### config.mk
export PLATFORM = sky130hd
export DESIGN_NAME = irqdst_resolver
export DESIGN_NICKNAME = d
export VERILOG_FILES = /design/src/rtl/irqdst_pkg.sv /design/src/rtl/irqdst_lowest.sv /design/src/rtl/irqdst_match.sv /design/src/rtl/irqdst_resolver.sv
export SDC_FILE = /design/constraint.sdc
export NUM_CORES = 1
export LEC_CHECK = 0
export BUFFER_PORTS_ARGS = -buffer_cell sky130_fd_sc_hd__buf_2
export CAP_MARGIN = 5
export CORE_MARGIN = 2
export CORE_UTILIZATION = 25
export DETAILED_ROUTE_END_ITERATION = 10
export GPL_TIMING_DRIVEN = 0
export PLACE_DENSITY = 0.69
export SYNTH_ARGS = -nofsm -noshare
export SYNTH_HDL_FRONTEND = slang
export SYNTH_SLANG_ARGS = --single-unit
### constraint.sdc
create_clock -name clk -period 2.55 [get_ports clk]
set_clock_uncertainty 0.05 [all_clocks]
set_input_delay 0.51 -clock clk [delete_from_list [all_inputs] [get_ports clk]]
set_output_delay 0.51 -clock clk [all_outputs]
set_load 0.005 [all_outputs]
### src/rtl/irqdst_pkg.sv
package irqdst_pkg;

    localparam int DEST_W  = 8;
    localparam int MODEL_W = 4;

    localparam logic [DEST_W-1:0]  PHYS_BCAST    = 8'hFF;
    localparam logic [MODEL_W-1:0] MODEL_FLAT    = 4'hF;
    localparam logic [MODEL_W-1:0] MODEL_CLUSTER = 4'h0;

    typedef enum logic [1:0] {
        SH_NONE   = 2'd0,
        SH_SELF   = 2'd1,
        SH_ALL    = 2'd2,
        SH_OTHERS = 2'd3
    } shorthand_e;

    typedef enum logic [2:0] {
        DM_FIXED  = 3'd0,
        DM_LOWEST = 3'd1,
        DM_SMI    = 3'd2,
        DM_RSV3   = 3'd3,
        DM_NMI    = 3'd4,
        DM_INIT   = 3'd5,
        DM_START  = 3'd6,
        DM_EXT    = 3'd7
    } deliv_e;

    typedef struct packed {
        shorthand_e        sh;
        deliv_e            dm;
        logic              logical;
        logic [DEST_W-1:0] dest;
    } req_t;

    // Extract the routing fields from the two command words.
    function automatic req_t decode_cmd(input logic [31:0] lo, input logic [31:0] hi);
        req_t r;
        r.sh      = shorthand_e'(lo[19:18]);
        r.dm      = deliv_e'(lo[10:8]);
        r.logical = lo[11];
        r.dest    = hi[31:24];
        return r;
    endfunction

    // Logical match of one agent under its own destination model.
    function automatic logic logical_hit(input logic [DEST_W-1:0]  dest,
                                         input logic [DEST_W-1:0]  ldest,
                                         input logic [MODEL_W-1:0] model);
        logic [DEST_W-1:0] both;
        both = dest & ldest;
        if (model == MODEL_FLAT)
            return |both;
        else if (model == MODEL_CLUSTER)
            return (dest[7:4] == ldest[7:4]) && (|both[3:0]);
        else
            return 1'b0;
    endfunction

endpackage

### src/rtl/irqdst_lowest.sv
module irqdst_lowest #(
    parameter int N     = 8,
    parameter int IDX_W = (N > 1) ? $clog2(N) : 1
) (
    input  logic [N-1:0]     vec,
    output logic             any,
    output logic [IDX_W-1:0] idx
);
    always_comb begin
        any = |vec;
        idx = '0;
        for (int i = N - 1; i >= 0; i--) begin
            if (vec[i]) idx = IDX_W'(i);
        end
    end
endmodule

### src/rtl/irqdst_match.sv
module irqdst_match
    import irqdst_pkg::*;
#(
    parameter int N     = 8,
    parameter int IDX_W = (N > 1) ? $clog2(N) : 1
) (
    input  logic                 logical,
    input  logic [DEST_W-1:0]    dest,
    input  logic [N*DEST_W-1:0]  ids,
    input  logic [N*DEST_W-1:0]  ldests,
    input  logic [N*MODEL_W-1:0] models,
    output logic [N-1:0]         hit
);
    logic [N-1:0]     id_eq;
    logic [N-1:0]     log_hit;
    logic [N-1:0]     phys_one;
    logic             phys_any;
    logic [IDX_W-1:0] phys_idx;

    for (genvar g = 0; g < N; g++) begin : g_agent
        assign id_eq[g]   = (ids[g*DEST_W +: DEST_W] == dest);
        assign log_hit[g] = logical_hit(dest, ldests[g*DEST_W +: DEST_W],
                                        models[g*MODEL_W +: MODEL_W]);
    end

    // Physical unicast resolves duplicate IDs to the lowest index.
    irqdst_lowest #(.N(N), .IDX_W(IDX_W)) u_phys (
        .vec (id_eq),
        .any (phys_any),
        .idx (phys_idx)
    );

    assign phys_one = phys_any ? (N'(1) << phys_idx) : '0;

    always_comb begin
        if (logical)
            hit = log_hit;
        else if (dest == PHYS_BCAST)
            hit = '1;
        else
            hit = phys_one;
    end
endmodule

### src/rtl/irqdst_resolver.sv
module irqdst_resolver
    import irqdst_pkg::*;
#(
    parameter int NUM_AGENTS = 8,
    parameter int IDX_W      = (NUM_AGENTS > 1) ? $clog2(NUM_AGENTS) : 1
) (
    input  logic                          clk,
    input  logic                          rst,
    input  logic                          req_valid,
    input  logic [31:0]                   cmd_lo,
    input  logic [31:0]                   cmd_hi,
    input  logic [IDX_W-1:0]              sender_idx,
    input  logic [NUM_AGENTS*DEST_W-1:0]  agent_id,
    input  logic [NUM_AGENTS*DEST_W-1:0]  agent_ldest,
    input  logic [NUM_AGENTS*MODEL_W-1:0] agent_model,
    output logic                          out_valid,
    output logic [NUM_AGENTS-1:0]         out_mask,
    output logic                          out_pick_valid,
    output logic [IDX_W-1:0]              out_pick_idx
);
    localparam int N = NUM_AGENTS;

    req_t             rq;
    logic [N-1:0]     dest_hit;
    logic [N-1:0]     self_vec;
    logic [N-1:0]     sel_mask;
    logic             pick_any;
    logic [IDX_W-1:0] pick_idx;

    assign rq = decode_cmd(cmd_lo, cmd_hi);

    irqdst_match #(.N(N), .IDX_W(IDX_W)) u_match (
        .logical (rq.logical),
        .dest    (rq.dest),
        .ids     (agent_id),
        .ldests  (agent_ldest),
        .models  (agent_model),
        .hit     (dest_hit)
    );

    assign self_vec = N'(1) << sender_idx;

    always_comb begin
        unique case (rq.sh)
            SH_NONE:   sel_mask = dest_hit;
            SH_SELF:   sel_mask = self_vec;
            SH_ALL:    sel_mask = '1;
            SH_OTHERS: sel_mask = ~self_vec;
            default:   sel_mask = '0;
        endcase
    end

    irqdst_lowest #(.N(N), .IDX_W(IDX_W)) u_pick (
        .vec (sel_mask),
        .any (pick_any),
        .idx (pick_idx)
    );

    always_ff @(posedge clk) begin
        if (rst) begin
            out_valid      <= 1'b0;
            out_mask       <= '0;
            out_pick_valid <= 1'b0;
            out_pick_idx   <= '0;
        end else begin
            out_valid <= req_valid;
            if (req_valid) begin
                out_mask       <= sel_mask;
                out_pick_valid <= (rq.dm == DM_LOWEST) && pick_any;
                out_pick_idx   <= ((rq.dm == DM_LOWEST) && pick_any) ? pick_idx : '0;
            end
        end
    end


    valid_follow_chk: assert property (@(posedge clk) disable iff (rst)
        req_valid |=> out_valid);

    valid_idle_chk: assert property (@(posedge clk) disable iff (rst)
        !req_valid |=> !out_valid);

    mask_hold_chk: assert property (@(posedge clk) disable iff (rst)
        !req_valid |=> ($stable(out_mask) && $stable(out_pick_valid) && $stable(out_pick_idx)));

    phys_single_chk: assert property (@(posedge clk) disable iff (rst)
        (req_valid && rq.sh == SH_NONE && !rq.logical && rq.dest != PHYS_BCAST)
        |=> $onehot0(out_mask));

    self_only_chk: assert property (@(posedge clk) disable iff (rst)
        (req_valid && rq.sh == SH_SELF) |=> ($countones(out_mask) == 1
        && out_mask[$past(sender_idx)]));

    all_chk: assert property (@(posedge clk) disable iff (rst)
        (req_valid && rq.sh == SH_ALL) |=> (&out_mask));

    others_chk: assert property (@(posedge clk) disable iff (rst)
        (req_valid && rq.sh == SH_OTHERS) |=> (!out_mask[$past(sender_idx)]
        && $countones(out_mask) == N - 1));

    pick_member_chk: assert property (@(posedge clk) disable iff (rst)
        out_pick_valid |-> out_mask[out_pick_idx]);

    pick_lowest_chk: assert property (@(posedge clk) disable iff (rst)
        out_pick_valid |-> ((out_mask & ((N'(1) << out_pick_idx) - N'(1))) == '0));

    pick_mode_chk: assert property (@(posedge clk) disable iff (rst)
        (req_valid && rq.dm != DM_LOWEST) |=> (!out_pick_valid && out_pick_idx == '0));
endmodule

---- Word level (Yosys, flattened, before mapping) ----
Cells that the tools add are included.
storage, ports and cells
  input bits .............................. 230
  word-level logic and storage cells ...... 117
  register bits after elaboration ......... 13
  output and inout port bits .............. 13
cells by class
  reductions and logical operators ........ 36
  bitwise logic cells ..................... 9
  equality and inequality tests ........... 29
  shift-type cells ........................ 2
  muxes and demuxes ....................... 37
operator list
  cell                                                                   count
  8-bit OR reduction                                                     10
  8-bit AND                                                              8
  8-bit equality test                                                    8
  3-bit two-way mux                                                      17
  4-bit equality test                                                    8
  4-bit equality test, second input constant                             8
  4-bit logical NOT                                                      8
  8-bit case mux with 4 select lines                                     1
  4-bit OR reduction                                                     8
  8-bit two-way mux                                                      3
  1-bit two-way mux                                                      16
  1-bit by 3-bit << shifter with 8-bit output, first input constant      2
  1-bit logical AND                                                      9
  8-bit equality test, second input constant                             1
  8-bit inverter                                                         1
  2-bit equality test, second input constant                             2
  3-bit by 1-bit equality test with 1-bit output, second input constant  1
  2-bit by 1-bit equality test with 1-bit output, second input constant  1
  2-bit logical NOT                                                      1

---- Logic depth before layout (Yosys ltp) ----
Gate-level depths: netlist (run 1).
  depth in word-level cells ............... 23
  mapped depth ............................ 10
  mapped depth without buffers ............ 9

---- Hierarchy ----
Synthesis (run 1) repeated with hierarchy kept, for this count alone.
unflattened totals
  cells, all modules ...................... 346
  area total of the unflattened synthesis .. 2846.5 um^2
modules (own cells, without submodules)
  module           area an instance (um^2)  times used  cells each  sequential area each (um^2)
  irqdst_match     1889.3                   1           222         0.0
  irqdst_resolver  794.5                    1           98          260.2
  irqdst_lowest    81.3                     2           13          0.0

---- Worst setup path before layout (run 1) ----
Ideal clock, no wire load.
  path kind ............................... input port to flip-flop
  start ................................... input port cmd_hi[29]
  end ..................................... register out_pick_idx[0]
  cell stages on the path ................. 9
  path buffers ............................ 0
  data required time ...................... 2.408 ns
  library setup time ...................... 0.092 ns
  arrival ................................. 2.577 ns
  slack ................................... -0.170 ns
  cells stage by stage .................... ha_1 > or4_1 > o21ai_1 > a21oi_1 > or3_1 > o31a_1 > o211ai_2 > a31oi_1 > o32ai_1
on the way
  word-level cells in the longest chain between the ends .. 23
  elaborated cells between the ends (all ways) .. 82
  those cells by class .................... 17 x eq/ne; 1 x shift; 37 x mux; 8 x bitwise; 19 x reduce/logical
ends and longest elaborated chain
  what                                         RTL line               source
  from (decl)                                  irqdst_resolver.sv:11  input logic [31:0] cmd_hi,
  8-bit equality test                          irqdst_match.sv:21     assign id_eq[g] = (ids[g*DEST_W +: DEST_W] == dest);
  3-bit two-way mux (8 in series)              irqdst_lowest.sv:13    if (vec[i]) idx = IDX_W'(i);
  1-bit by 3-bit << shifter with 8-bit output  irqdst_match.sv:33     assign phys_one = phys_any ? (N'(1) << phys_idx) : '0;
  8-bit two-way mux                            irqdst_match.sv:33
  8-bit two-way mux                            irqdst_match.sv:38     else if (dest == PHYS_BCAST)
  8-bit two-way mux (*)                        irqdst_match.sv:36     if (logical)
  8-bit case mux with 4 select lines (*)       irqdst_resolver.sv:44  unique case (rq.sh)
  3-bit two-way mux (8 in series)              irqdst_lowest.sv:13
  3-bit two-way mux (*)                        irqdst_resolver.sv:70  out_pick_idx <= ((rq.dm == DM_LOWEST) && pick_any) ? pick_idx : '0;
  to (signal assigned)                         irqdst_resolver.sv:70
  to (decl)                                    irqdst_resolver.sv:19  output logic [IDX_W-1:0] out_pick_idx
Every way passes the cells marked *; elsewhere a longest branch is shown, timed or not.
A chain may end at the register's enable or synchronous reset.

---- Worst setup path in the final report (run 1) ----
  start ................................... input port cmd_hi[30]
  end ..................................... register out_pick_idx[0]
Same word-level chain as after synthesis.

==> flow_summary_export.csv, run 1 <==
group,metric,value,unit
clock_network,cts.path.max_buffers,2,
placed_design,portBuffers,186,
detailed_routing,dr.pass1.iters,4,
yosys,synth-seq-cells,13,
worst_setup_path,critPathSlowestCell,"a2111o_1",
floorplanning,ios,243,
outcome,status,"finished with violations",
power_and_ir_drop,p_leak,1.903,nW
grt,grt_usage,17.92,%
worst_setup_path,path_buf_inv,3,
cells_and_area,final_cell_area,0.004344,mm^2
yosys,avgSynthCellArea,8.088,um^2
power_and_ir_drop,peakVddDrop,135.3,uV
cells_and_area,final_cell_mix,"buf_2 (182), xnor2_1 (36), xor2_1 (30), ha_1 (28), nand2_1 (20)",
min_path,min_path_type,"flip-flop to flip-flop",
detailed_routing,vias,3439,
detailed_routing,wl_per_cell,16.39,um
floorplanning,die_w,107.6,um
grt,grt_max_degree,11,
clock_network,clk-insertion-delay-late,0.24,ns
cells_and_area,fill_cells,1074,
detailed_routing,ant_nets,0,
timing,slew_viol_final,0,
cells_and_area,layout_commonest_cell,"buf_2",
yosys,yosysWarnings,0,
yosys,synth_top_area_share,14.91,%
floorplanning,row_count,37,
worst_setup_path,cp-end-kind,"flip-flop",
yosys,synth_nets,594,
clock_network,cts_htree_levels,1,
yosys,synth_edf_count,0,
clock_network,cts_sinks,13,
grt,antenna_found_initial,1,
timing,hold_violations,0,
floorplanning,initial_utilization,25.89,%
yosys,yosysUniqueCellTypes,55,
floorplanning,coreArea,0.01037,mm^2
placed_design,gp_congestion,0.8903,
worst_setup_path,path_class,"input pin to flip-flop",
worst_setup_path,crit_chain,"buf_12 > buf_6 > buf_4 > ha_1 > nor4_1 > nand2_1 > a32o_2 > a211oi_2 > a311oi_4 > a2111o_1 > a31oi_1 > o32ai_1",
yosys,synthFlopType,"dfxtp_1",
outcome,violations,"setup timing",
cells_and_area,antenna_cells,0,
worst_setup_path,crit_fanout,6,
timing,post-route-worst-setup-slack,-0.1260,ns
cells_and_area,layout-drive-gt1-share,48.70,%
clock_network,clk_pin_slew,0.06,ns
detailed_routing,drtIter0Drc,110,
timing,grt_setup_unrepaired,"yes",
timing,hold_ws,0.4192,ns
yosys,syn_area,0.002685,mm^2
yosys,ys_async_sr_fraction,0,%
timing,tightest_slew,0.5562,ns
power_and_ir_drop,power_density,234.6,mW/mm^2
timing,final.min_clock_period,2.676,ns
floorplanning,die_height,107.6,um
timing,fin_tns_setup,-0.2704,ns
cells_and_area,syn_to_final_growth,61.79,%
yosys,synth-seq-area-share,9.692,%
worst_setup_path,max_stage_delay,0.32,ns
timing,finalCritPeriodShare,104.9,%
worst_setup_path,worst_setup_path_start_kind,"input pin",
yosys,synth_area_leaders,"ha_1 (15%), xnor2_1 (12%), xor2_1 (10%), dfxtp_1 (9.7%), nand4_1 (4.4%)",
worst_setup_path,cp_top_family,"compound AO/OA/AOI/OAI gates",
timing,slew_headroom,62.92,%
yosys,synth_area_leader_cell,"ha_1",
worst_setup_path,arrival,2.75,ns
worst_setup_path,cp.required,2.63,ns
clock_network,cts_made_buffers,3,
detailed_routing,totalWireLength,11050,um
yosys,syn_inst,332,
detailed_routing,drc_errors,0,
grt,grt_pass1_wl,16570,um
placed_design,place_area,0.003786,mm^2
placed_design,dp_slack,-0.7478,ns
job,cap_violations,0,
clock_network,tritoncts,"yes",
floorplanning,dieArea,0.01159,mm^2
clock_network,root_buffer,"clkbuf_8",
grt,grt_pass1_vias,3466,
placed_design,hpwl,9030,um
detailed_routing,drt-vias-per-instance,5.102,
timing,timing.fmax,373.7,MHz
cells_and_area,fin_nets,801,
grt,overflow,0,
timing,finalSetupViolations,4,
[synth_stat cells (2+ instances only)]
cell type / count
and4_1: 3
nand4_1: 19
clkbuf_1: 4
or4_1: 11
nor3b_1: 2
o211ai_1: 6
o31ai_1: 5
xnor2_1: 36
or3_1: 3
a22o_1: 2
o21ai_0: 13
nand2_1: 20
dfxtp_1: 13
nor3_1: 3
nor2_1: 19
nor4_1: 17
nand3b_1: 3
ha_1: 32
inv_1: 3
a21oi_1: 14
a211oi_1: 8
clkbuf_8: 2
a22oi_1: 12
o41ai_1: 2
nor4_2: 2
a31oi_1: 3
nand4b_1: 2
buf_6: 10
or2_2: 5
and2_1: 2
xor2_1: 32
[report_power, final]
part | leakage (nW) | switching (mW) | internal [mW] | total (mW)
sequential | 0.107 | 0.00502 | 0.214 | 0.219
clock | 0.0228 | 0.0736 | 0.110 | 0.184
combinational | 1.77 | 0.295 | 0.320 | 0.616
[cell families (layout without fill, tap and decap cells)]
kind of cell / after synthesis / after routing / share of synthesized area (%)
xor+xnor: 68 / 68 / 22.18
compound gates: 79 / 79 / 20.50
buf+inv: 23 / 229 / 7.269
simple gates: 117 / 117 / 25.44
fa+ha+maj: 32 / 32 / 14.91
flops: 13 / 13 / 9.692
[layout make-up]
class                   count  area [um^2]  area share, %
multi-input cells         296         2470          56.85
repair buffers            202         1171          26.96
flip-flops and latches     13        260.3          5.991
plain buffers              19        212.7          4.896
well taps                 136        170.2          3.917
clock buffers               4        45.04          1.037
inverters                   4        15.01         0.3456
[state kept, by name, indices dropped and copies added (netlist names)]
signal,flops
out_mask,8
out_pick_idx,3
out_pick_valid,1
out_valid,1
[repair_timing]
item                       4_1_cts  5_1_grt
pin swaps                       12       27
gates cloned                     0        2
hold buffers                     0        0
setup endpoints to repair        8        9
resized for setup               34       38
setup buffers                    6        8
[per-layer routing]
| layer | vias up | wire length (um) | part of all wire, % | global-route usage, % |
|---|---|---|---|---|
| met5 | - | 11 | 0.10 | 0 |
| met4 | 2 | 141 | 1.3 | 4.304 |
| met2 | 147 | 5743 | 52 | 33.60 |
| met1 | 1591 | 4555 | 41 | 21.45 |
| met3 | 15 | 594 | 5.4 | 2.179 |
| li1 | 1684 | - | - | - |
[stage by stage]
step	power (mW)	cells	utilization [%]
global placement	0.7237	654	36.51
floorplan	0.4974	332	-
finish	1.019	674	41.89
CTS	0.9635	664	38.95
global route	1.092	674	41.89
detailed placement	0.7427	654	36.51
[worst register-to-register path, cell delays in order, from the launching register on]
cell and delay [ns]:
dfxtp_1 0.35, nor2_1 0.05, a211oi_1 0.22
[worst paths after layout]
check / slack, ns / end / from / cells after the start
max: -0.13 / out_pick_idx[0] / cmd_hi[30] / 12
min: 0.42 / out_mask[3] / out_mask[3] / 2
max reg2reg: 1.80 / out_mask[5] / out_mask[5] / 2
min reg2reg: 0.42 / out_mask[3] / out_mask[3] / 2
Power figures use the tool's default switching activity.
==> inputs of run 2 (changes only) <==
--- a/config.mk
+++ b/config.mk
@@ -12,6 +12,7 @@
 export DETAILED_ROUTE_END_ITERATION = 10
 export GPL_TIMING_DRIVEN = 0
 export PLACE_DENSITY = 0.69
+export RECOVER_POWER = 100
 export SYNTH_ARGS = -nofsm -noshare
 export SYNTH_HDL_FRONTEND = slang
 export SYNTH_SLANG_ARGS = --single-unit
==> flow_summary_export.csv, run 2 (synthesis gave the netlist of run 1 again) <==
group,metric,value,unit
outcome,status,"finished with violations",
outcome,violations,"setup timing",
power_and_ir_drop,peakVddDrop,136.1,uV
timing,finalCritPeriodShare,105.0,%
worst_setup_path,arrival,2.75,ns
clock_network,cts_sinks,13,
cells_and_area,antenna_cells,0,
clock_network,clk_pin_slew,0.05,ns
min_path,min_path_type,"flip-flop to flip-flop",
cells_and_area,instances_no_fill,674,
placed_design,portBuffers,186,
grt,grt_max_degree,11,
timing,slew_headroom,62.35,%
cells_and_area,layout-drive-gt1-share,46.84,%
worst_setup_path,cp.required,2.62,ns
timing,slew_viol_final,0,
floorplanning,die_height,107.6,um
timing,finalSetupViolations,4,
cells_and_area,final_cell_mix,"buf_2 (173), xnor2_1 (36), xor2_1 (30), ha_1 (28), nand2_1 (20)",
worst_setup_path,path_class,"input pin to flip-flop",
timing,hold_violations,0,
grt,grt_usage,17.92,%
grt,grt_pass1_wl,16570,um
worst_setup_path,cp-end-kind,"flip-flop",
cells_and_area,largest_register,"out_mask",
floorplanning,coreArea,0.01037,mm^2
clock_network,tritoncts,"yes",
detailed_routing,vias,3432,
clock_network,cts_made_buffers,3,
detailed_routing,drtIter0Drc,108,
detailed_routing,dr.pass1.iters,4,
worst_setup_path,max_stage_delay,0.32,ns
grt,antenna_found_initial,1,
timing,timing.fmax,373.4,MHz
floorplanning,dieArea,0.01159,mm^2
detailed_routing,drt-vias-per-instance,5.092,
power_and_ir_drop,power_density,234.5,mW/mm^2
detailed_routing,ant_nets,0,
detailed_routing,wl_per_cell,16.36,um
clock_network,clk-insertion-delay-late,0.24,ns
clock_network,root_buffer,"clkbuf_8",
timing,post-route-worst-setup-slack,-0.1283,ns
floorplanning,ios,243,
timing,tightest_slew,0.5647,ns
floorplanning,row_count,37,
power_and_ir_drop,p_leak,1.864,nW
timing,fin_tns_setup,-0.2915,ns
cells_and_area,fin_nets,801,
floorplanning,die_w,107.6,um
timing,final.min_clock_period,2.678,ns
cells_and_area,layout_commonest_cell,"buf_2",
clock_network,cts_htree_levels,1,
cells_and_area,fill_cells,1082,
job,cap_violations,0,
worst_setup_path,worst_setup_path_start_kind,"input pin",
clock_network,cts.path.max_buffers,2,
grt,grt_pass1_vias,3466,
timing,grt_setup_unrepaired,"yes",
grt,overflow,0,
cells_and_area,largest_register_ffs,8,
placed_design,dp.cells,654,
cells_and_area,syn_to_final_growth,61.09,%
placed_design,gp_congestion,0.8903,
placed_design,hpwl,9030,um
floorplanning,initial_utilization,25.89,%
worst_setup_path,crit_fanout,6,
detailed_routing,totalWireLength,11030,um
worst_setup_path,crit_chain,"buf_12 > buf_6 > buf_4 > ha_1 > nor4_1 > nand2_1 > a32o_2 > a211oi_2 > a311oi_4 > a2111o_1 > a31oi_1 > o32ai_1",
worst_setup_path,critPathSlowestCell,"a2111o_1",
cells_and_area,reg_top3,"out_mask x8, out_pick_idx x3",
detailed_routing,drc_errors,0,
[run 2: layer usage]
metal  wire length, um  global-route usage, %  vias to the layer above  share of wire [%]
met5                11                      0                        -               0.10
met4               141                  4.304                        2                1.3
met3               599                  2.179                       15                5.4
met2              5695                  33.60                      146                 52
met1              4577                  21.45                     1585                 42
li1                  -                      -                     1684                  -
[run 2: area by class of cell]
type,instances,area [um^2],share of cell area (%)
inverter,4,15.01,0.3471
sequential,13,260.3,6.017
multi-input combinational,296,2470,57.10
buffer,19,205.2,4.744
clock buffer,4,45.04,1.041
timing repair buffer,202,1160,26.82
tap,136,170.2,3.934
[run 2: through the flow]
| step | worst slack (ns) | util (%) | power, mW | instance area [um^2] | hold WS [ns] |
|---|---|---|---|---|---|
| global placement | -0.7496 | 36.51 | 0.7237 | 3786 | 0.4033 |
| floorplan | -0.06632 | - | 0.4974 | 2685 | 0.4053 |
| detailed placement | -0.7478 | 36.51 | 0.7427 | 3786 | 0.4140 |
| finish | -0.1283 | 41.71 | 1.014 | 4325 | 0.4209 |
| CTS | -0.2507 | 38.95 | 0.9635 | 4039 | 0.4218 |
| global route | -0.1879 | 41.71 | 1.089 | 4325 | 0.4391 |
[run 2: what timing repair did]
item,4_1_cts,5_1_grt
buffers inserted,6,8
resized for setup,34,38
cloned,0,2
setup endpoints to repair,8,9
pin swaps,12,27
hold buffers,0,0
[run 2: critical path: cells and delay by family]
kind / cells / cell delay (ns)
AOI/OAI and AO/OA: 6 / 1.25
adders and majority gates: 1 / 0.28
buffers and inverters: 3 / 0.39
and+or+nand+nor: 2 / 0.31
[run 2: worst paths after layout]
kind / to / from / slack (ns) / cells after the start
max: out_pick_idx[0] / cmd_hi[30] / -0.13 / 12
min: out_mask[3] / out_mask[3] / 0.42 / 2
max reg2reg: out_mask[5] / out_mask[5] / 1.80 / 2
min reg2reg: out_mask[3] / out_mask[3] / 0.42 / 2
[run 2: power breakdown]
part	switching, mW	internal [mW]	leakage (nW)
registers	0.00529	0.214	0.107
clock network	0.0719	0.110	0.0228
logic	0.296	0.317	1.73
==> inputs of run 3 (changes only) <==
--- a/config.mk
+++ b/config.mk
@@ -7,6 +7,7 @@
 export LEC_CHECK = 0
 export BUFFER_PORTS_ARGS = -buffer_cell sky130_fd_sc_hd__buf_2
 export CAP_MARGIN = 5
+export CORE_ASPECT_RATIO = 1.4
 export CORE_MARGIN = 2
 export CORE_UTILIZATION = 25
 export DETAILED_ROUTE_END_ITERATION = 10
==> flow_summary_export.csv, run 3 (synthesis gave the netlist of run 1 again) <==
group,metric,value,unit
clock_network,tritoncts,"yes",
placed_design,hpwl,8924,um
timing,timing.fmax,369.9,MHz
timing,slew_headroom,60.69,%
floorplanning,coreArea,0.01041,mm^2
clock_network,hold_buffers,0,
floorplanning,dieArea,0.01160,mm^2
detailed_routing,vias,3406,
grt,grt_max_degree,11,
timing,tightest_slew,0.5843,ns
placed_design,place_area,0.003789,mm^2
timing,hold_violations,0,
placed_design,portBuffers,186,
cells_and_area,largest_register_ffs,8,
timing,post-route-worst-setup-slack,-0.1534,ns
detailed_routing,totalWireLength,10680,um
worst_setup_path,cp-end-kind,"flip-flop",
cells_and_area,largest_register,"out_mask",
outcome,status,"finished with violations",
job,cap_violations,0,
timing,finalSetupViolations,4,
detailed_routing,drc_errors,0,
worst_setup_path,r2r_cells,2,
grt,overflow,0,
worst_setup_path,reg2reg_from,"out_mask[5]",
grt,grt_pass1_vias,3481,
cells_and_area,reg_top3,"out_mask x8, out_pick_idx x3",
detailed_routing,wl_per_cell,15.89,um
detailed_routing,drt-vias-per-instance,5.068,
power_and_ir_drop,p_leak,1.849,nW
outcome,violations,"setup timing",
detailed_routing,dr.pass1.iters,4,
worst_setup_path,critPathCapture,"out_pick_idx[0]",
timing,grt_setup_unrepaired,"yes",
cells_and_area,antenna_cells,0,
cells_and_area,layout_commonest_cell,"buf_2",
power_and_ir_drop,power_density,261.1,mW/mm^2
timing,hold_ws,0.4182,ns
worst_setup_path,worstReg2RegEnd,"out_mask[5]",
clock_network,cts.path.max_buffers,2,
min_path,min_path_type,"flip-flop to flip-flop",
cells_and_area,postLayoutCoreUtil,40.69,%
cells_and_area,final_cell_area,0.004234,mm^2
clock_network,clk_pin_slew,0.04,ns
clock_network,cts_htree_levels,1,
cells_and_area,final_cell_mix,"buf_2 (175), xnor2_1 (36), xor2_1 (32), ha_1 (28), nand2_1 (20)",
floorplanning,die_w,91.59,um
clock_network,clk-insertion-delay-late,0.24,ns
timing,final.min_clock_period,2.703,ns
worst_setup_path,crit_fanout,9,
worst_setup_path,arrival,2.80,ns
floorplanning,initial_utilization,25.81,%
power_and_ir_drop,peakVddDrop,158.3,uV
cells_and_area,fin_nets,797,
cells_and_area,layout-drive-gt1-share,45.69,%
clock_network,cts_made_buffers,3,
cells_and_area,syn_to_final_growth,57.69,%
floorplanning,ios,243,
floorplanning,die_height,126.6,um
grt,grt_usage,17.22,%
floorplanning,row_count,44,
worst_setup_path,worst_setup_path_start_kind,"input pin",
clock_network,cts_sinks,13,
timing,finalCritPeriodShare,106.0,%
grt,grt_pass1_wl,16190,um
worst_setup_path,cp.required,2.65,ns
detailed_routing,drtIter0Drc,107,
worst_setup_path,path_class,"input pin to flip-flop",
grt,antenna_found_initial,0,
worst_setup_path,startpoint,"cmd_hi[28]",
worst_setup_path,reg2reg_slack,1.81,ns
placed_design,gp_congestion,0.8854,
timing,slew_viol_final,0,
clock_network,root_buffer,"clkbuf_16",
detailed_routing,ant_nets,0,
==> run 3: metal layers <==
layer / part of all wire, % / global-route usage [%] / wire [um] / vias up
li1: - / - / - / 1682
met1: 39 / 19.02 / 4112 / 1583
met2: 56 / 34.99 / 5969 / 127
met3: 4.2 / 1.069 / 444 / 14
met4: 1.4 / 3.922 / 153 / 0
met5: 0 / 0 / 0 / -
==> run 3: critical path, cell delays in order <==
cell	delay (ns)
buf_12	0.12
buf_8	0.15
xor2_1	0.18
nor4_2	0.24
nand2_1	0.11
or4b_4	0.57
o31a_1	0.34
buf_6	0.13
nand4b_1	0.12
nor2_1	0.06
o32ai_1	0.26
==> run 3: report_power, final <==
part	total (mW)	switching [mW]	internal (mW)
logic	0.590	0.283	0.307
clock network	0.295	0.0843	0.211
registers	0.220	0.00562	0.215
==> run 3: cell type report <==
cell class,instances,area [um^2]
tap,138,172.7
inverter,4,15.01
buffer,19,201.4
sequential,13,260.3
multi-input combinational,296,2396
clock buffer,4,78.83
timing repair buffer,198,1110
fill,1069,6171
==> run 3: metrics by stage <==
step	cells	setup TNS [ns]	power (mW)	worst slack [ns]
after floorplan	332	-0.06632	0.4974	-0.06632
after global placement	656	-4.439	0.7240	-0.6996
after detailed placement	656	-5.284	0.7446	-0.8134
after CTS	667	-0.5704	1.083	-0.2095
after global routing	672	-0.7387	1.175	-0.1991
final	672	-0.3789	1.106	-0.1534
==> run 3: repair_timing <==
action	CTS	global route
resized for setup	38	23
endpoints found under the setup margin	8	10
gates cloned	0	0
setup buffers	7	5
pin swaps	18	14
==> run 3: worst min path at each step <==
stage,start,cells after the start,end
after floorplan,out_pick_idx[1],2,out_pick_idx[1]
after global placement,out_pick_valid,2,out_pick_valid
after detailed placement,out_pick_valid,2,out_pick_valid
after CTS,out_mask[3],2,out_mask[3]
after global routing,out_pick_valid,2,out_pick_valid
final,out_mask[3],2,out_mask[3]
